File: src/rtl/cs_window_pkg.sv
`timescale 1ns/1ps
package cs_window_pkg;

  typedef enum logic [1:0] {
    PH_IDLE   = 2'd0,
    PH_BLANK  = 2'd1,
    PH_SAMPLE = 2'd2
  } phase_e;

  typedef enum logic [1:0] {
    GSEL_FULL  = 2'b00,
    GSEL_HALF  = 2'b01,
    GSEL_FIFTH = 2'b10,
    GSEL_RSVD  = 2'b11
  } gain_sel_e;

  // round up so a window is never shorter than asked
  function automatic int ns_to_cycles(input int ns, input int period_ps);
    return (ns * 1000 + period_ps - 1) / period_ps;
  endfunction

endpackage

File: src/rtl/cs_edge_det.sv
`timescale 1ns/1ps
module cs_edge_det #(
  parameter bit RISING  = 1'b1,
  parameter bit RST_VAL = 1'b0
) (
  input  logic clk_i,
  input  logic rst_ni,
  input  logic sig_i,
  output logic edge_o
);

  logic prev_q;

  always_ff @(posedge clk_i or negedge rst_ni) begin
    if (!rst_ni) prev_q <= RST_VAL;
    else         prev_q <= sig_i;
  end

  generate
    if (RISING) begin : g_rise
      assign edge_o = sig_i & ~prev_q;
    end else begin : g_fall
      assign edge_o = ~sig_i & prev_q;
    end
  endgenerate

endmodule

File: src/rtl/cs_window_fsm.sv
`timescale 1ns/1ps
module cs_window_fsm
  import cs_window_pkg::*;
#(
  parameter int BLANK_CYC  = 25,
  parameter int SAMPLE_CYC = 50,
  parameter int CNT_W      = 6
) (
  input  logic             clk_i,
  input  logic             rst_ni,
  input  logic             start_i,
  input  logic             stop_i,
  output logic             open_o,
  output logic             enter_o,
  output logic             close_o,
  output logic             skip_o,
  output logic [CNT_W-1:0] len_o
);

  localparam logic [CNT_W-1:0] BLANK_LAST  = CNT_W'(BLANK_CYC - 1);
  localparam logic [CNT_W-1:0] SAMPLE_LAST = CNT_W'(SAMPLE_CYC - 1);
  localparam logic [CNT_W-1:0] SAMPLE_MAX  = CNT_W'(SAMPLE_CYC);

  phase_e           ph_q;
  logic [CNT_W-1:0] cnt_q;

  always_ff @(posedge clk_i or negedge rst_ni) begin
    if (!rst_ni) begin
      ph_q  <= PH_IDLE;
      cnt_q <= '0;
    end else begin
      unique case (ph_q)
        PH_IDLE: begin
          if (start_i) begin
            ph_q  <= PH_BLANK;
            cnt_q <= '0;
          end
        end
        PH_BLANK: begin
          // pwm edge wins over opening on the same edge
          if (stop_i) begin
            ph_q  <= PH_IDLE;
            cnt_q <= '0;
          end else if (cnt_q == BLANK_LAST) begin
            ph_q  <= PH_SAMPLE;
            cnt_q <= '0;
          end else begin
            cnt_q <= cnt_q + 1'b1;
          end
        end
        PH_SAMPLE: begin
          if (stop_i || cnt_q == SAMPLE_LAST) begin
            ph_q  <= PH_IDLE;
            cnt_q <= '0;
          end else begin
            cnt_q <= cnt_q + 1'b1;
          end
        end
        default: begin
          ph_q  <= PH_IDLE;
          cnt_q <= '0;
        end
      endcase
    end
  end

  always_comb begin
    open_o  = (ph_q == PH_SAMPLE);
    enter_o = (ph_q == PH_BLANK) && !stop_i && (cnt_q == BLANK_LAST);
    close_o = (ph_q == PH_SAMPLE) && (stop_i || cnt_q == SAMPLE_LAST);
    skip_o  = (ph_q == PH_BLANK) && stop_i;
    len_o   = cnt_q + 1'b1;
  end

  // the window only opens out of blanking
  a_r1_open_after_blank: assert property (@(posedge clk_i) disable iff (!rst_ni)
    $rose(open_o) |-> $past(ph_q) == PH_BLANK);

  // a closing window never reports more than the maximum
  a_r2_len_bound: assert property (@(posedge clk_i) disable iff (!rst_ni)
    close_o |-> (len_o != '0) && (len_o <= SAMPLE_MAX));

  // a new gate fall while open does not restart blanking
  a_r8_no_restart: assert property (@(posedge clk_i) disable iff (!rst_ni)
    (ph_q == PH_SAMPLE) && start_i |=> ph_q != PH_BLANK);

endmodule

File: src/rtl/cs_gain_dec.sv
`timescale 1ns/1ps
module cs_gain_dec
  import cs_window_pkg::*;
(
  input  logic [1:0] sel_i,
  output logic [2:0] div_o
);

  always_comb begin
    unique case (gain_sel_e'(sel_i))
      GSEL_HALF:  div_o = 3'd2;
      GSEL_FIFTH: div_o = 3'd5;
      default:    div_o = 3'd1;
    endcase
  end

endmodule

File: src/rtl/cs_result_reg.sv
`timescale 1ns/1ps
module cs_result_reg #(
  parameter int MIN_CYC = 25,
  parameter int CNT_W   = 6
) (
  input  logic             clk_i,
  input  logic             rst_ni,
  input  logic             enter_i,
  input  logic             close_i,
  input  logic             skip_i,
  input  logic [CNT_W-1:0] len_i,
  input  logic [2:0]       div_i,
  output logic             valid_o,
  output logic [CNT_W-1:0] len_o,
  output logic             short_o,
  output logic             nosample_o,
  output logic [2:0]       div_o
);

  localparam logic [CNT_W-1:0] MIN_LEN = CNT_W'(MIN_CYC);

  logic [2:0] div_pend_q;

  always_ff @(posedge clk_i or negedge rst_ni) begin
    if (!rst_ni) begin
      valid_o    <= 1'b0;
      len_o      <= '0;
      short_o    <= 1'b0;
      nosample_o <= 1'b0;
      div_o      <= 3'd1;
      div_pend_q <= 3'd1;
    end else begin
      valid_o <= close_i;
      if (enter_i) div_pend_q <= div_i;
      if (close_i) begin
        len_o      <= len_i;
        short_o    <= (len_i < MIN_LEN);
        nosample_o <= 1'b0;
        div_o      <= div_pend_q;
      end else if (skip_i) begin
        nosample_o <= 1'b1;
      end
    end
  end

  // strobe is a single cycle
  a_r4_valid_single: assert property (@(posedge clk_i) disable iff (!rst_ni)
    valid_o |=> !valid_o);

  // a cancelled cycle leaves the held results alone
  a_r6_skip_keeps_len: assert property (@(posedge clk_i) disable iff (!rst_ni)
    $rose(nosample_o) |-> !valid_o && $stable(len_o) && $stable(short_o) && $stable(div_o));

endmodule

File: src/rtl/cs_window_timer.sv
`timescale 1ns/1ps
module cs_window_timer
  import cs_window_pkg::*;
#(
  parameter int CLK_PERIOD_PS = 8000,
  parameter int BLANK_NS      = 200,
  parameter int SAMPLE_NS     = 400,
  parameter int MIN_NS        = 200,
  localparam int BLANK_CYC    = ns_to_cycles(BLANK_NS, CLK_PERIOD_PS),
  localparam int SAMPLE_CYC   = ns_to_cycles(SAMPLE_NS, CLK_PERIOD_PS),
  localparam int MIN_CYC      = ns_to_cycles(MIN_NS, CLK_PERIOD_PS),
  localparam int MAX_CYC      = (BLANK_CYC > SAMPLE_CYC)
                                ? ((BLANK_CYC > MIN_CYC) ? BLANK_CYC : MIN_CYC)
                                : ((SAMPLE_CYC > MIN_CYC) ? SAMPLE_CYC : MIN_CYC),
  localparam int CNT_W        = $clog2(MAX_CYC + 1)
) (
  input  logic             clk_i,
  input  logic             rst_ni,
  input  logic             lgate_i,
  input  logic             pwm_i,
  input  logic [1:0]       gain_sel_i,
  output logic             win_o,
  output logic             sample_valid_o,
  output logic [CNT_W-1:0] win_len_o,
  output logic             short_o,
  output logic             nosample_o,
  output logic [2:0]       gain_div_o
);

  logic             lg_fall, pwm_rise;
  logic             enter, close, skip;
  logic [CNT_W-1:0] len;
  logic [2:0]       div;

  cs_edge_det #(.RISING(1'b0), .RST_VAL(1'b0)) u_lg_edge (
    .clk_i, .rst_ni, .sig_i(lgate_i), .edge_o(lg_fall)
  );

  // reset high: a pwm already high at release is not an edge
  cs_edge_det #(.RISING(1'b1), .RST_VAL(1'b1)) u_pwm_edge (
    .clk_i, .rst_ni, .sig_i(pwm_i), .edge_o(pwm_rise)
  );

  cs_window_fsm #(
    .BLANK_CYC(BLANK_CYC), .SAMPLE_CYC(SAMPLE_CYC), .CNT_W(CNT_W)
  ) u_fsm (
    .clk_i, .rst_ni,
    .start_i(lg_fall), .stop_i(pwm_rise),
    .open_o(win_o), .enter_o(enter), .close_o(close), .skip_o(skip),
    .len_o(len)
  );

  cs_gain_dec u_gain (.sel_i(gain_sel_i), .div_o(div));

  cs_result_reg #(.MIN_CYC(MIN_CYC), .CNT_W(CNT_W)) u_res (
    .clk_i, .rst_ni,
    .enter_i(enter), .close_i(close), .skip_i(skip),
    .len_i(len), .div_i(div),
    .valid_o(sample_valid_o), .len_o(win_len_o), .short_o(short_o),
    .nosample_o(nosample_o), .div_o(gain_div_o)
  );

  // strobe marks the first cycle after an open window
  a_r4_valid_at_close: assert property (@(posedge clk_i) disable iff (!rst_ni)
    sample_valid_o |-> !win_o && $past(win_o));

  // a cancelled cycle never shows an open window
  a_r6_no_open_on_skip: assert property (@(posedge clk_i) disable iff (!rst_ni)
    $rose(nosample_o) |-> !win_o);

  // nothing is reported while in reset
  a_r9_reset_quiet: assert property (@(posedge clk_i)
    !rst_ni |-> !win_o && !sample_valid_o && !nosample_o);

endmodule

File: config.mk
export PLATFORM = sky130hd
export DESIGN_NAME = cs_window_timer
export DESIGN_NICKNAME = d
export VERILOG_FILES = /design/src/rtl/cs_window_pkg.sv /design/src/rtl/cs_edge_det.sv /design/src/rtl/cs_window_fsm.sv /design/src/rtl/cs_gain_dec.sv /design/src/rtl/cs_result_reg.sv /design/src/rtl/cs_window_timer.sv
export SDC_FILE = /design/constraint.sdc
export NUM_CORES = 1
export LEC_CHECK = 0
export CAP_MARGIN = 10
export CELL_PAD_IN_SITES_DETAIL_PLACEMENT = 1
export CELL_PAD_IN_SITES_GLOBAL_PLACEMENT = 1
export CORE_MARGIN = 4
export CORE_UTILIZATION = 45
export DETAILED_ROUTE_END_ITERATION = 8
export DONT_BUFFER_PORTS = 1
export GPL_ROUTABILITY_DRIVEN = 1
export PLACE_DENSITY_LB_ADDON = 0.1
export SLEW_MARGIN = 5
export SYNTH_ARGS = -nofsm -noshare
export SYNTH_HDL_FRONTEND = slang
export SYNTH_SLANG_ARGS = --single-unit
File: constraint.sdc
create_clock -name clk_i -period 2.3 [get_ports clk_i]
set_input_delay 0.345 -clock clk_i [delete_from_list [all_inputs] [get_ports clk_i]]
set_output_delay 0.345 -clock clk_i [all_outputs]
set_load 0.01 [all_outputs]
Word-level counts from Yosys, hierarchy flattened
Index checks and enable logic that the tools add are counted.
{"block": "totals", "regBits": 25, "in_bits": 6, "output_inout_bits": 13}
{"block": "classes", "add_sub_neg": 1, "magnitude_cmp": 1, "eq_ne": 9, "mux": 13, "bitwise": 4, "reduce_logical": 9}
{"op": "6-bit 2-to-1 mux", "n": 4}
{"op": "6-bit one-hot mux with 3 select lines", "n": 1}
{"op": "2-bit 2-to-1 mux", "n": 4}
{"op": "6-bit by 1-bit adder with 6-bit output, second input constant", "n": 1}
{"op": "6-bit by 5-bit equality test with 1-bit output, second input constant", "n": 1}
{"op": "6-bit equality test, second input constant", "n": 1}
{"op": "6-bit by 5-bit less-than comparator with 1-bit output, second input constant", "n": 1}
{"op": "2-bit one-hot mux with 3 select lines", "n": 1}
{"op": "3-bit one-hot mux with 2 select lines", "n": 1}
{"op": "2-bit by 1-bit equality test with 1-bit output, second input constant", "n": 2}
{"op": "2-bit equality test, second input constant", "n": 2}
{"op": "1-bit logical AND", "n": 4}
{"op": "3-bit by 2-bit != test with 1-bit output, second input constant", "n": 1}
{"op": "3-bit AND reduction", "n": 1}
{"op": "1-bit AND", "n": 2}
{"op": "2-bit logical NOT", "n": 1}
{"op": "1-bit 2-to-1 mux", "n": 2}
{"op": "2-bit by 1-bit != test with 1-bit output, second input constant", "n": 1}
{"op": "2-bit != test, second input constant", "n": 1}
{"op": "1-bit NOT", "n": 2}
{"op": "2-bit nonzero test", "n": 1}
{"op": "1-bit logical NOT", "n": 1}
{"op": "1-bit logical OR", "n": 1}

Depth between registers and ports, before layout
{"block": "logic_depth", "ltp_word": 5, "ltp_mapped": 9}

Hierarchy
From an unflattened synthesis, not the netlist that was laid out.
{"block": "hier_totals", "cells_unflattened": 93, "hier_area_um2": 1246.2}
{"module": "cs_result_reg", "n_inst": 1, "cells_each": 34, "area_per_inst_um2": 595.6, "seq_area_each_um2": 377.9}
{"module": "cs_window_fsm", "n_inst": 1, "cells_each": 52, "area_per_inst_um2": 548.0, "seq_area_each_um2": 200.2}
{"module": "cs_edge_det (u_pwm_edge)", "n_inst": 1, "cells_each": 2, "area_per_inst_um2": 40.0, "seq_area_each_um2": 26.3}
{"module": "cs_edge_det (u_lg_edge)", "n_inst": 1, "cells_each": 2, "area_per_inst_um2": 38.8, "seq_area_each_um2": 25.0}
{"module": "cs_gain_dec", "n_inst": 1, "cells_each": 3, "area_per_inst_um2": 23.8, "seq_area_each_um2": 0.0}

Worst setup path before layout
No wires, ideal clock.
{"block": "synth_path", "path_type": "reg2reg", "startpoint": "register u_fsm.cnt_q[1]", "endpoint": "register u_fsm.cnt_q[0]", "t_arrival_ps": 1543, "slack_ps": 632, "stages_incl_launch_ff": 8, "n_path_buf": 0, "synth_period_minus_slack_ps": 1668, "path_cell_list": "dfrtp_1 -> inv_1 -> ha_1 -> nand4b_4 -> o21a_4 -> o211ai_4 -> nor2_4 -> mux2_4"}
{"block": "synth_between", "elab_chain_cells": 4, "word_cells_on_any_way": 7, "classes_between": "eq/ne: 2; mux: 4; reduce/logical: 1"}
{"element": "start, declared", "line": "cs_window_fsm.sv:25", "text": "logic [CNT_W-1:0] cnt_q;"}
{"element": "start signal, assigned", "line": "cs_window_fsm.sv:48", "text": "cnt_q <= cnt_q + 1'b1;"}
{"element": "start signal, assigned", "line": "cs_window_fsm.sv:56", "text": "cnt_q <= cnt_q + 1'b1;"}
{"element": "6-bit by 5-bit equality test with 1-bit output or 6-bit equality test (tied branches)", "line": "cs_window_fsm.sv:44, cs_window_fsm.sv:52"}
{"element": "6-bit 2-to-1 mux or 1-bit logical OR (tied branches)", "line": "cs_window_fsm.sv:44, cs_window_fsm.sv:52"}
{"element": "6-bit 2-to-1 mux, on equally long branches", "line": "cs_window_fsm.sv:41, cs_window_fsm.sv:52"}
{"element": "6-bit one-hot mux with 3 select lines *", "line": "cs_window_fsm.sv:32", "text": "unique case (ph_q)"}
Every way passes the cells marked *; elsewhere a longest branch is shown, timed or not.
A chain may end at the register's enable or synchronous reset.

Final worst setup path
{"block": "layout_path", "startpoint": "register u_fsm.cnt_q[0]", "endpoint": "register u_fsm.cnt_q[0]"}
{"block": "layout_between", "elab_chain_cells": 4, "word_cells_on_any_way": 8, "classes_between": "add/sub: 1; eq/ne: 2; mux: 4; reduce/logical: 1"}
{"element": "6-bit by 1-bit adder with 6-bit output *"}
{"element": "net len[0]", "line": "cs_window_timer.sv:32", "text": "logic [CNT_W-1:0] len;"}
{"element": "6-bit 2-to-1 mux", "line": "cs_window_fsm.sv:44", "text": "end else if (cnt_q == BLANK_LAST) begin"}
{"element": "6-bit 2-to-1 mux", "line": "cs_window_fsm.sv:41", "text": "if (stop_i) begin"}
{"element": "6-bit one-hot mux with 3 select lines *", "line": "cs_window_fsm.sv:32"}
Mark *: on every way through the listed nets, which the timed path passes. The rest lies on a longest branch.

==> results by group <==
Clock tree
  • CTS Hold Bufs: 3
  • CTS buffer count: 3
  • Post-CTS setup repair buffer count: 0
  • Clk root buf: clkbuf_4
  • Clock buffer depth: 2
  • Later-pin clock latency in the skew report: 0.33 ns
  • CTS tree: done
  • Clk pin slew, worst setup/hold paths: 0.15 ns
  • Clock sinks: 25
  • Number of H-tree levels: 1
  • Post-cts resize count: 0

STA
  • Worst-margin pin slew: 0.560 ns
  • Min cycle time layout: 1.83 ns
  • Worst Skew: 0.00815 ns
  • Final setup viols: 0
  • Final hold vios: 0
  • Period utilization: 79.6%
  • Setup total negative slack: 0 ns
  • Slew Viols, Final: 0
  • Max-slew headroom: 62.4%
  • Unrepaired setup endpoints after global routing: false
  • Max Freq: 546 MHz

Synth
  • Post-synthesis simple-gate area fraction: 13.7%
  • EDFF count, synth: 0
  • Register bit count reported by yosys: 25
  • Synth Instances: 118
  • Top cells by area, synth: dfrtp_1 43%, dfstp_2 6.1%, ha_1 5.8%, a21oi_1 3.9%, mux2_2 3.5%
  • Post-synthesis mux area share: 7.16%
  • Post-synth top area cell: dfrtp_1
  • Top-count cell post-synth: dfrtp_1
  • Syn_area_per_cell: 11.0 um^2
  • Combinational family with the most area after synthesis: compound AO/OA/AOI/OAI gates
  • Yosys warns: 0
  • Yosys top cell area share: 42.6%
  • Ys flop type: dfrtp_1
  • Distinct cells, synth: 34
  • Syn_nets: 130
  • XOR/XNOR Fraction of Synth Area: 2.71%
  • Post-synth ARST share: 100%
  • Synthesized cell area: 0.00129 mm^2
  • Post-synthesis compound-gate area fraction: 16.7%
  • Commonest cells in the netlist: 22 x dfrtp_1, 10 x a21oi_1, 9 x nor2_1, 8 x inv_1, 6 x ha_1
  • Synth Area in Adders: 5.81%
  • Post-synthesis sequential area ratio: 48.7%

Setup path
  • Crit-path slowest cell: dfrtp_1
  • Critical path capture point type: flip-flop
  • WP buf/inv: 1
  • WP data arrival: 2.05 ns
  • R2R Path Start: u_fsm.cnt_q[0]$_DFFE_PN0P_
  • Crit-path cells: inv_1 > ha_1 > nand4b_1 > o21a_1 > o211ai_4 > nor2_4 > mux2_4
  • Critical path's top delay family: compound AO/OA/AOI/OAI gates
  • Critical Path Start Type: flip-flop
  • R2R cell count: 7
  • Crit-path max FO: 6
  • Reg2reg setup slack: 0.47 ns
  • R2R Path End: u_fsm.cnt_q[0]$_DFFE_PN0P_
  • Crit Path Class: flip-flop to flip-flop
  • CP max stage delay: 0.45 ns
  • Worst Path Required: 2.52 ns

Route
  • DRC Markers: 0
  • Antenna viol nets, final: 0
  • DR WL/cell: 16.7 um
  • DRT Wirelength: 2540 um
  • Starting DRT DRC Count: 27
  • Met2 wire len: 1330 um
  • Top layer in use: met4
  • Via density: 5.65
  • Detailed-route via count: 859
  • Pre-Repair DR Iteration Count: 4
  • Metal-1 WL: 1110 um
  • Met3 wire len: 81 um

Floorplan
  • DIE AREA: 0.00379 mm^2
  • Total core area: 0.00276 mm^2
  • Starting density of the core: 46.9%
  • Die height: 61.6 um
  • Die width: 61.6 um
  • Row cnt: 19
  • I/O Pins: 19

Worst hold path
  • HP Start: lgate_i
  • Worst hold stages: 0
  • Worst Hold Class: primary input to flip-flop
  • Worst Hold End: u_lg_edge.prev_q$_DFF_PN0_

Power
  • Worst vdd ir: 455 uV
  • Internal: 676 uW
  • Sw frac: 35.3%
  • Lkg Pwr: 0.656 nW
  • Clock Power Share: 19.6%
  • Net Sw Power: 368 uW
  • Pwr/cell area: 761 mW/mm^2
  • Logic pwr share: 28.7%
  • Register share of total power: 51.7%

GRT
  • Number of global-route vias before repair: 957
  • Global route overflow: 0
  • First-pass GRT wire length: 4440 um
  • Largest net degree at the start of global routing: 26
  • Initial antenna violation count: 0
  • GRT Total Usage: 15.8%

Layout
  • Syn-to-layout area delta: 6.10%
  • Final Util: 49.7%
  • Antenna diode count: 0
  • Final Net Count: 134
  • Share of layout cells above drive strength 1: 16.5%
  • Final cell count without fillers: 152

Placed design
  • Dpl cells: 145
  • Post-DP HPWL: 1930 um
  • GPL Wtd Cong: 0.754
  • IO buf count: 0

Outcome
  • Status: finished, final reports clean

Flow run
  • Max cap viols: 0
[area by class of cell]
class                   count  area (um^2)
inverters                   8         30.0
repair buffers              4         47.5
clock inverters             1         7.51
clock buffers               3         22.5
well taps                  31         38.8
fillers                   299         1390
flip-flops and latches     25          629
multi-input cells          80          596
[cell families (layout without fill, tap and decap cells)]
kind of cell	after synthesis	count (layout)
mux	8	8
fa+ha+maj	6	6
flops	25	25
xor+xnor	4	4
simple gates	30	30
buf+inv	13	16
compound gates	32	32
[stage by stage]
stage / hold WS, ns / cell area, um^2 / setup slack [ns] / total power, mW
after floorplan: 0.0494 / 1290 / 0.632 / 0.766
after global placement: 0.0503 / 1300 / 0.481 / 0.818
after detailed placement: 0.0503 / 1300 / 0.462 / 0.840
after CTS: 0.0123 / 1370 / 0.440 / 1.07
after global routing: 0.00192 / 1370 / 0.274 / 1.13
final: 0.0247 / 1370 / 0.468 / 1.04
[how the worst max path moves through the flow]
stage                               startpoint                          to  slack, ns  cells past startpoint
floorplan           u_fsm.cnt_q[1]$_DFFE_PN0P_  u_fsm.cnt_q[0]$_DFFE_PN0P_       0.63                      7
global placement    u_fsm.cnt_q[1]$_DFFE_PN0P_  u_res.len_o[0]$_DFFE_PN0P_       0.48                      6
detailed placement  u_fsm.cnt_q[1]$_DFFE_PN0P_  u_res.len_o[0]$_DFFE_PN0P_       0.46                      6
CTS                 u_fsm.cnt_q[1]$_DFFE_PN0P_  u_res.len_o[2]$_DFFE_PN0P_       0.44                      8
global route        u_fsm.cnt_q[1]$_DFFE_PN0P_   u_res.short_o$_DFFE_PN0P_       0.27                      8
finish              u_fsm.cnt_q[0]$_DFFE_PN0P_  u_fsm.cnt_q[0]$_DFFE_PN0P_       0.47                      7
[power by group through the flow]
stage / clock network, mW / registers (mW) / logic, mW
final: 0.205 / 0.540 / 0.299
after global placement: 0 / 0.547 / 0.271
after CTS: 0.219 / 0.542 / 0.306
after floorplan: 0 / 0.539 / 0.227
after global routing: 0.237 / 0.551 / 0.338
after detailed placement: 0 / 0.551 / 0.289
[layer usage]
metal	vias up	track usage [%]
li1	410	-
met5	-	0
met2	14	27.2
met4	0	4.55
met1	433	20.4
met3	2	2.52
[cell usage in the layout (no fill, tap or decap), drive strengths merged]
cell type    netlist  layout
o21ai             10      10
nor3               1       1
nor2              10      10
nand3b             1       1
nand3              3       3
dfstp              3       3
and3               1       1
dfrtp             22      22
o31a               1       1
o21bai             1       1
mux2i              1       1
xor2               1       1
ha                 6       6
and2b              1       1
nand2              5       5
a21oi             10      10
clkbuf             0       3
o21a               3       3
and2               1       1
buf                5       2
mux2               7       7
nand2b             2       2
nand4b             2       2
xnor2              3       3
inv                8       8
clkinvlp           0       1
a22o               4       4
dlygate4sd3        0       2
nor2b              3       3
o22ai              2       2
o211ai             1       1
[registers in the layout (all words and copies together), names as in the netlist]
| register | flops |
|---|---|
| u_fsm.cnt_q | 6 |
| u_fsm.ph_q | 2 |
| u_lg_edge.prev_q | 1 |
| u_pwm_edge.prev_q | 1 |
| u_res.div_o | 3 |
| u_res.div_pend_q | 3 |
| u_res.len_o | 6 |
| u_res.nosample_o | 1 |
| u_res.short_o | 1 |
| u_res.valid_o | 1 |
Power figures use the tool's default switching activity.
